### config.mk
export PLATFORM = sky130hd
export DESIGN_NAME = pix12_slice_splitter
export DESIGN_NICKNAME = d
export VERILOG_FILES = /design/src/rtl/splt_pkg.sv /design/src/rtl/splt_word_fmt.sv /design/src/rtl/splt_seq.sv /design/src/rtl/pix12_slice_splitter.sv
export SDC_FILE = /design/constraint.sdc
export NUM_CORES = 1
export LEC_CHECK = 0
export ABC_AREA = 1
export BUFFER_PORTS_ARGS = -buffer_cell sky130_fd_sc_hd__buf_2
export CORE_ASPECT_RATIO = 2
export CORE_UTILIZATION = 45
export CTS_CLUSTER_SIZE = 40
export DETAILED_ROUTE_END_ITERATION = 16
export GPL_ROUTABILITY_DRIVEN = 0
export PLACE_DENSITY = 0.77
export SLEW_MARGIN = 10
export SYNTH_ARGS = -nofsm -noshare
export SYNTH_HDL_FRONTEND = slang
export SYNTH_SLANG_ARGS = --single-unit
### constraint.sdc
create_clock -name clk -period 2.05 [get_ports clk]
set_input_delay 0.205 -clock clk [delete_from_list [all_inputs] [get_ports clk]]
set_output_delay 0.205 -clock clk [all_outputs]
set_load 0.02 [all_outputs]
### src/rtl/splt_pkg.sv
package splt_pkg;

    localparam int COMP_W    = 12;
    localparam int SLICE_W   = 3;
    localparam int NUM_SLICE = COMP_W / SLICE_W;
    localparam int WORD_W    = 3 * SLICE_W + 1;

    typedef logic [SLICE_W-1:0] slice_t;
    typedef logic [WORD_W-1:0]  word_t;

    typedef struct packed {
        logic [COMP_W-1:0] r;
        logic [COMP_W-1:0] g;
        logic [COMP_W-1:0] b;
    } pix_t;

    typedef enum logic [1:0] {
        SEL_NONE   = 2'd0,
        SEL_PASS   = 2'd1,
        SEL_FIRST  = 2'd2,
        SEL_SECOND = 2'd3
    } sel_e;

    typedef struct packed {
        logic  vld;
        logic  phase;
        word_t s1;
        word_t s2;
    } out_t;

    // Red slice on top, then green, then blue; top bit guards against reserved codes.
    function automatic word_t pack_word(input slice_t a, input slice_t b, input slice_t c);
        word_t w;
        w = {1'b0, a, b, c};
        w[WORD_W-1] = ~a[SLICE_W-1];
        return w;
    endfunction

endpackage

### src/rtl/splt_word_fmt.sv
module splt_word_fmt
    import splt_pkg::*;
(
    input  pix_t                        pix,
    output word_t [NUM_SLICE-1:0]       slice_word
);
    // slice_word[0] = top slice ... slice_word[NUM_SLICE-1] = bottom slice
    for (genvar k = 0; k < NUM_SLICE; k++) begin : g_slice
        localparam int LSB = COMP_W - SLICE_W * (k + 1);
        assign slice_word[k] = pack_word(pix.r[LSB +: SLICE_W],
                                         pix.g[LSB +: SLICE_W],
                                         pix.b[LSB +: SLICE_W]);
    end
endmodule

### src/rtl/splt_seq.sv
module splt_seq
    import splt_pkg::*;
(
    input  logic clk,
    input  logic rst,
    input  logic pix_vld,
    input  logic pt_vld,
    output sel_e sel,
    output logic pend_q
);
    always_comb begin
        if (pt_vld)       sel = SEL_PASS;
        else if (pend_q)  sel = SEL_SECOND;
        else if (pix_vld) sel = SEL_FIRST;
        else              sel = SEL_NONE;
    end

    always_ff @(posedge clk) begin
        if (rst) pend_q <= 1'b0;
        else     pend_q <= (sel == SEL_FIRST);
    end
endmodule

### src/rtl/pix12_slice_splitter.sv
module pix12_slice_splitter
    import splt_pkg::*;
(
    input  logic              clk,
    input  logic              rst,
    input  logic              pix_vld,
    input  logic [COMP_W-1:0] pix_r,
    input  logic [COMP_W-1:0] pix_g,
    input  logic [COMP_W-1:0] pix_b,
    input  logic              pt_vld,
    input  logic [WORD_W-1:0] pt_s1,
    input  logic [WORD_W-1:0] pt_s2,
    output logic              out_vld,
    output logic              out_phase,
    output logic [WORD_W-1:0] out_s1,
    output logic [WORD_W-1:0] out_s2
);
    localparam int HALF = NUM_SLICE / 2;

    pix_t                  pix;
    word_t [NUM_SLICE-1:0] slice_word;
    sel_e                  sel;
    logic                  pend_q;
    word_t                 hold_s1, hold_s2;
    out_t                  nxt, out_q;

    assign pix = '{r: pix_r, g: pix_g, b: pix_b};

    splt_word_fmt u_fmt (
        .pix        (pix),
        .slice_word (slice_word)
    );

    splt_seq u_seq (
        .clk     (clk),
        .rst     (rst),
        .pix_vld (pix_vld),
        .pt_vld  (pt_vld),
        .sel     (sel),
        .pend_q  (pend_q)
    );

    // Second-word pair stored already formatted.
    always_ff @(posedge clk) begin
        if (rst) begin
            hold_s1 <= '0;
            hold_s2 <= '0;
        end else if (sel == SEL_FIRST) begin
            hold_s1 <= slice_word[HALF];
            hold_s2 <= slice_word[HALF+1];
        end
    end

    always_comb begin
        nxt = '0;
        unique case (sel)
            SEL_PASS:   nxt = '{vld: 1'b1, phase: 1'b0, s1: pt_s1, s2: pt_s2};
            SEL_FIRST:  nxt = '{vld: 1'b1, phase: 1'b0, s1: slice_word[0], s2: slice_word[1]};
            SEL_SECOND: nxt = '{vld: 1'b1, phase: 1'b1, s1: hold_s1, s2: hold_s2};
            default:    nxt = '0;
        endcase
    end

    always_ff @(posedge clk) begin
        if (rst) out_q <= '0;
        else     out_q <= nxt;
    end

    assign out_vld   = out_q.vld;
    assign out_phase = out_q.phase;
    assign out_s1    = out_q.s1;
    assign out_s2    = out_q.s2;
endmodule

==> results.json, run 1 <==
{
  "tns_ps": 0,
  "cp_slowest_stage_delay_ps": 340,
  "row_count": 32,
  "mostFrequentLayoutCells": "88 x nor2_1, 81 x buf_2, 45 x nand2_1, 43 x dfxtp_1, 22 x nand3_1",
  "path_class": "reg -> reg",
  "cp-end-kind": "flip-flop",
  "dp.cells": 389,
  "status": "finished clean",
  "setup_viol": 0,
  "clock.fmax_mhz": 823,
  "synthDominantAreaCellType": "dfxtp_1",
  "ys_warn_count": 0,
  "htreeDepth": 2,
  "yosysTopAreaCellShare_pct": 47.6,
  "powerDensity_nw_per_um2": 772,
  "avgRoutedWirePerCell_um": 10.5,
  "die_w_um": 46.8,
  "drtIter0Drc": 34,
  "r2r_slack_ps": 840,
  "worst-endpoint-arrival_ps": 1410,
  "worstHoldStart": "pix_b[0]",
  "ant_nets": 0,
  "cts_setup_buffers": 0,
  "cpMaxStageDelayCell": "dfxtp_1",
  "cp.required_ps": 2240,
  "overflow": 0,
  "wirelength_um": 4150,
  "register_area_sq_um": 861,
  "final_util_pct": 61.0,
  "die-area_sq_um": 4290,
  "core_area_sq_um": 3840,
  "nets": 405,
  "grtUsageMet1_pct": 26.0,
  "ir_drop_v": 0.000780,
  "port_buffers": 81,
  "ys_types": 15,
  "synth_seq_cells": 43,
  "first_global_vias": 1703,
  "antenna_found_initial": 0,
  "io_pins": 82,
  "synth_ff_type": "dfxtp_1",
  "area_growth_pct": 29.7,
  "post-route-min-period_ps": 1210,
  "postCtsHoldBufs": 0,
  "cts_resized": 0,
  "final_cells": 396,
  "min_path_type": "in -> reg",
  "min_to": "hold_s2[0]",
  "rr_startpoint": "u_seq.pend_q",
  "clock_latency_ps": 300,
  "use_met2_pct": 36.3,
  "start_util_pct": 47.0,
  "grt_usage_pct": 22.7,
  "worst-path-buf-inv": 1,
  "cts_buffers": 5,
  "drc": 0,
  "cts_sinks": 43,
  "clock_skew_ps": 5.51,
  "path_cells": "nor2_4 > nand2_2 > buf_4 > o21ai_0 > nor2_1",
  "rsz0062_at_grt": "no",
  "grt-busiest-layer": "met2",
  "synth_edf_count": 0,
  "tritoncts": "built",
  "drt_first_pass_iters": 4,
  "grt_pass1_wl_um": 7040,
  "multi_input_area_sq_um": 785,
  "holdPathStages": 3,
  "diodes": 0,
  "syn_nets": 326,
  "regToRegEndpoint": "hold_s2[3]",
  "slew_headroom_pct": 60.4,
  "cts.path.max_buffers": 2,
  "fillers": 411,
  "cap_viol_max_count": 0,
  "grt_max_degree": 26,
  "vias_per_cell": 4.67,
  "vias": 1851,
  "finalMaxSlewViolations": 0,
  "clk_pin_slew_worst_paths_ps": 80,
  "worst_pin_slew_ps": 593,
  "cts_root_buffer": "clkbuf_8",
  "crit_family": "simple AND/OR/NAND/NOR gates",
  "r2r_cells": 5,
  "synth_area_leaders": "dfxtp_1 48%, nor2_1 18%, nand2_1 9.3%, nand3_1 6.1%, o21ai_0 4.4%",
  "drive_above_1_share_pct": 30.7,
  "syn_area_per_cell_sq_um": 6.80,
  "grt_use_met3_pct": 5.91,
  "start_kind": "flip-flop",
  "netlist_instances": 266,
  "period_share_pct": 59.2,
  "critPathMaxFanout": 15,
  "layout_commonest_cell": "nor2_1",
  "dp_slack_ps": 721,
  "synthArstFlopShare_pct": 0,
  "synth.cell_area_sq_um": 1810,
  "ys_seq_area_share_pct": 47.6,
  "finalHoldViolations": 0,
  "hpwlAfterDp_um": 3190,
  "fin_ws_ps": 836,
  "p_leak_nw": 1.27,
  "hold_slack_ps": 155,
  "die_h_um": 91.6
}
-- routing by layer --
layer  part of all wire (%)  wire, um
met4                    2.7       112
met5                      0         0
met1                     38      1590
met2                     53      2220
met3                    5.4       226
-- cells in the mapped netlist, types with 2 or more instances --
cell / count
buf_2: 6
buf_6: 2
nand2_1: 45
clkbuf_1: 6
o21ai_0: 16
nor2_2: 10
nor2_1: 88
nand3_1: 22
a21oi_1: 3
inv_1: 21
dfxtp_1: 43
-- power by group --
group	internal (mW)	switching, mW	total (mW)
registers	0.886	0.0185	0.905
clock network	0.357	0.275	0.632
logic	0.112	0.163	0.275
-- logic make-up after synthesis --
| group | after synthesis | share of synthesized area, % |
|---|---|---|
| simple gates | 167 | 38.1 |
| flops | 43 | 47.6 |
| compound gates | 19 | 5.26 |
| buf+inv | 37 | 9.00 |
-- registers in the layout, summed over array words and instances, names as in the netlist --
name and flops:
hold_s1 10, hold_s2 10, out_s1 10, out_s2 10, out_phase 1, out_vld 1, u_seq.pend_q 1
-- metrics by stage --
| stage | power (mW) | instance area (sq um) |
|---|---|---|
| floorplan | 1.09 | 1810 |
| global placement | 1.20 | 2240 |
| detailed placement | 1.20 | 2240 |
| CTS | 1.82 | 2340 |
| global route | 1.90 | 2340 |
| finish | 1.81 | 2340 |
-- worst max path at each step --
| stage | from | endpoint | slack, ps | cells past startpoint |
|---|---|---|---|---|
| 2_1_floorplan | u_seq.pend_q | out_s1[0] | 980 | 7 |
| 4_1_cts | u_seq.pend_q | hold_s1[1] | 830 | 5 |
| 3_3_place_gp | pt_vld | out_s1[7] | 740 | 6 |
| 5_1_grt | u_seq.pend_q | hold_s2[5] | 700 | 5 |
| 6_report | u_seq.pend_q | hold_s2[3] | 840 | 5 |
| 3_5_place_dp | pt_vld | out_s2[0] | 720 | 6 |
-- cell type report --
type | count | area share [%]
clock buffers | 6 | 3.09
clock inverters | 1 | 1.28
inverters | 22 | 3.52
multi-input cells | 186 | 33.5
flip-flops and latches | 43 | 36.7
well taps | 51 | 2.72
repair buffers | 87 | 19.2
-- worst register-to-register path: cells and delay by family (launching register included) --
family | cells | cell delay (ps)
and+or+nand+nor | 3 | 380
buffers and inverters | 1 | 240
AOI/OAI and AO/OA | 1 | 150
DFF | 1 | 340
(Power assumes the default switching activity.)
==> run 2, diff against run 1 <==
--- a/config.mk
+++ b/config.mk
@@ -8,11 +8,11 @@
 export ABC_AREA = 1
 export BUFFER_PORTS_ARGS = -buffer_cell sky130_fd_sc_hd__buf_2
 export CORE_ASPECT_RATIO = 2
-export CORE_UTILIZATION = 45
+export CORE_UTILIZATION = 42
 export CTS_CLUSTER_SIZE = 40
 export DETAILED_ROUTE_END_ITERATION = 16
 export GPL_ROUTABILITY_DRIVEN = 0
-export PLACE_DENSITY = 0.77
+export PLACE_DENSITY = 0.76
 export SLEW_MARGIN = 10
 export SYNTH_ARGS = -nofsm -noshare
 export SYNTH_HDL_FRONTEND = slang
==> constraint.sdc (replaced) <==
create_clock -name clk -period 0.99 [get_ports clk]
set_input_delay 0.099 -clock clk [delete_from_list [all_inputs] [get_ports clk]]
set_output_delay 0.099 -clock clk [all_outputs]
set_load 0.02 [all_outputs]
==> run 2 against run 1 <==
  * The flow now finishes with violations (setup timing)
  * Global-route usage decreased by 3.4 points
  * First-iteration DRC count decreased by 32%
  * Register-to-register slack got worse by 840 ps
  * Maximum frequency increased by 22%
  * Total power increased by 95%
  * Non-clock buffer count increased by 1
  * Wire length increased by 3.4%
  * Hold slack got worse by 120 ps
  * Final area increased by 3.2%
  * Clock-buffer cell count decreased by 1
==> results.json, run 2 (synthesis gave the netlist of run 1 again) <==
{
  "drt_first_pass_iters": 4,
  "die_h_um": 94.8,
  "antenna_found_initial": 0,
  "cp-end-kind": "flip-flop",
  "r2r_slack_ps": -5,
  "ant_nets": 0,
  "min_path_type": "in -> reg",
  "vias_per_cell": 4.54,
  "avgRoutedWirePerCell_um": 10.7,
  "cp-endpoint": "out_s2[4]",
  "path_class": "reg -> reg",
  "violations": "setup timing",
  "vias": 1812,
  "port_buffers": 81,
  "cp.required_ps": 1220,
  "postCtsHoldBufs": 0,
  "io_pins": 82,
  "r2r_cells": 6,
  "crit_start": "u_seq.pend_q",
  "fillers": 429,
  "ir_drop_v": 0.00128,
  "total_power_mw": 3.54,
  "rsz0062_at_grt": "yes",
  "post-route-min-period_ps": 995,
  "hpwlAfterDp_um": 3200,
  "start_util_pct": 43.8,
  "worst_pin_slew_ps": 630,
  "cts_buffers": 5,
  "grt_max_degree": 26,
  "finalMaxSlewViolations": 0,
  "powerDensity_nw_per_um2": 1460,
  "wirelength_um": 4290,
  "clock_skew_ps": 6.39,
  "drtIter0Drc": 23,
  "core_area_sq_um": 4130,
  "grt_usage_pct": 19.3,
  "row_count": 33,
  "cts_sinks": 43,
  "rr_startpoint": "u_seq.pend_q",
  "first_global_vias": 1606,
  "nets": 406,
  "htreeDepth": 2,
  "mostFrequentLayoutCells": "81 x nor2_1, 81 x buf_2, 45 x nand2_1, 42 x dfxtp_1, 22 x nand3_1",
  "setup_viol": 1,
  "grt_pass1_wl_um": 6710,
  "area_growth_pct": 33.8,
  "start_kind": "flip-flop",
  "critPathMaxFanout": 16,
  "cts_root_buffer": "clkbuf_8",
  "dp.cells": 391,
  "final_cells": 399,
  "clk_pin_slew_worst_paths_ps": 80,
  "overflow": 0,
  "regToRegEndpoint": "out_s2[4]",
  "p_leak_nw": 1.30,
  "hold_slack_ps": 38.9,
  "cap_viol_max_count": 0,
  "period_share_pct": 101,
  "tritoncts": "built",
  "finalHoldViolations": 0,
  "clock.fmax_mhz": 1000,
  "slew_headroom_pct": 58.0,
  "diodes": 0,
  "drc": 0,
  "worst-endpoint-arrival_ps": 1220,
  "die-area_sq_um": 4590,
  "status": "complete, but fails checks",
  "cts.path.max_buffers": 2,
  "drive_above_1_share_pct": 35.7,
  "die_w_um": 48.4,
  "fin_ws_ps": -5.21,
  "clock_latency_ps": 290,
  "holdPathStages": 3
}
run 2: cell count changes in the layout (fill, tap and decap cells not counted), moves of 2 or more:
| cell | previous run | this run |
|---|---|---|
| o21ai_1 | 0 | 9 |
| nor2_2 | 10 | 17 |
| nor2_1 | 88 | 81 |
| o21ai_2 | 0 | 7 |
| buf_6 | 0 | 2 |
| buf_4 | 6 | 3 |
| buf_12 | 0 | 2 |
| o21ai_0 | 16 | 0 |
| clkinv_2 | 0 | 3 |
run 2: area by class of cell:
type / instances / area, sq um / share of cell area (%)
Sequential cell: 43 / 862 / 35.6
Multi-Input combinational cell: 186 / 833 / 34.4
Timing Repair Buffer: 88 / 490 / 20.3
Inverter: 22 / 85.1 / 3.52
Clock buffer: 5 / 68.8 / 2.84
Tap cell: 52 / 65.1 / 2.69
Clock inverter: 3 / 15.0 / 0.620
run 2: through the flow:
stage / setup WS, ps / TNS (ps) / cell area (sq um) / utilization [%]
after global routing: -72.3 / -1610 / 2420 / 58.6
after CTS: -12.7 / -34.9 / 2380 / 57.6
after global placement: -125 / -2190 / 2280 / 55.2
after detailed placement: -133 / -3020 / 2280 / 55.2
after floorplan: -18.1 / -180 / 1820 / -
final: -5.21 / -5.21 / 2420 / 58.6
run 2: worst min-delay path by stage:
stage                  start    endpoint  slack, ps
finish              pix_g[0]  hold_s2[3]         40
global route        pix_g[4]  hold_s1[4]         30
CTS                 pix_g[0]  hold_s2[3]         40
detailed placement  pix_b[0]  hold_s2[0]        350
global placement    pix_g[0]  hold_s2[3]        350
floorplan            pix_vld     out_vld        230
run 2: critical path: stages (launching register included):
cell and delay, ps:
dfxtp_2 340, nor2_4 110, nand2_4 100, buf_12 170, nor2_2 80, nor2_1 40, nor2_1 90
run 2: metal layers:
metal,share of wire [%],global-route usage [%]
met1,40,19.2
met2,53,36.0
met3,3.5,3.54
met4,3.1,12.3
met5,0,0
run 2: timing repair:
action,4_1_cts,5_1_grt
buffers inserted,0,0
endpoints found under the setup margin,33,37
gates resized for setup,21,13
pin swaps,1,1
hold endpoints to repair,0,0
run 2: report_power, final:
part           internal (mW)  switching (mW)  total (mW)
Clock                  0.482           0.557        1.04
Combinational          0.262           0.364       0.626
Sequential              1.84          0.0393        1.87
Total                   2.58           0.960        3.54
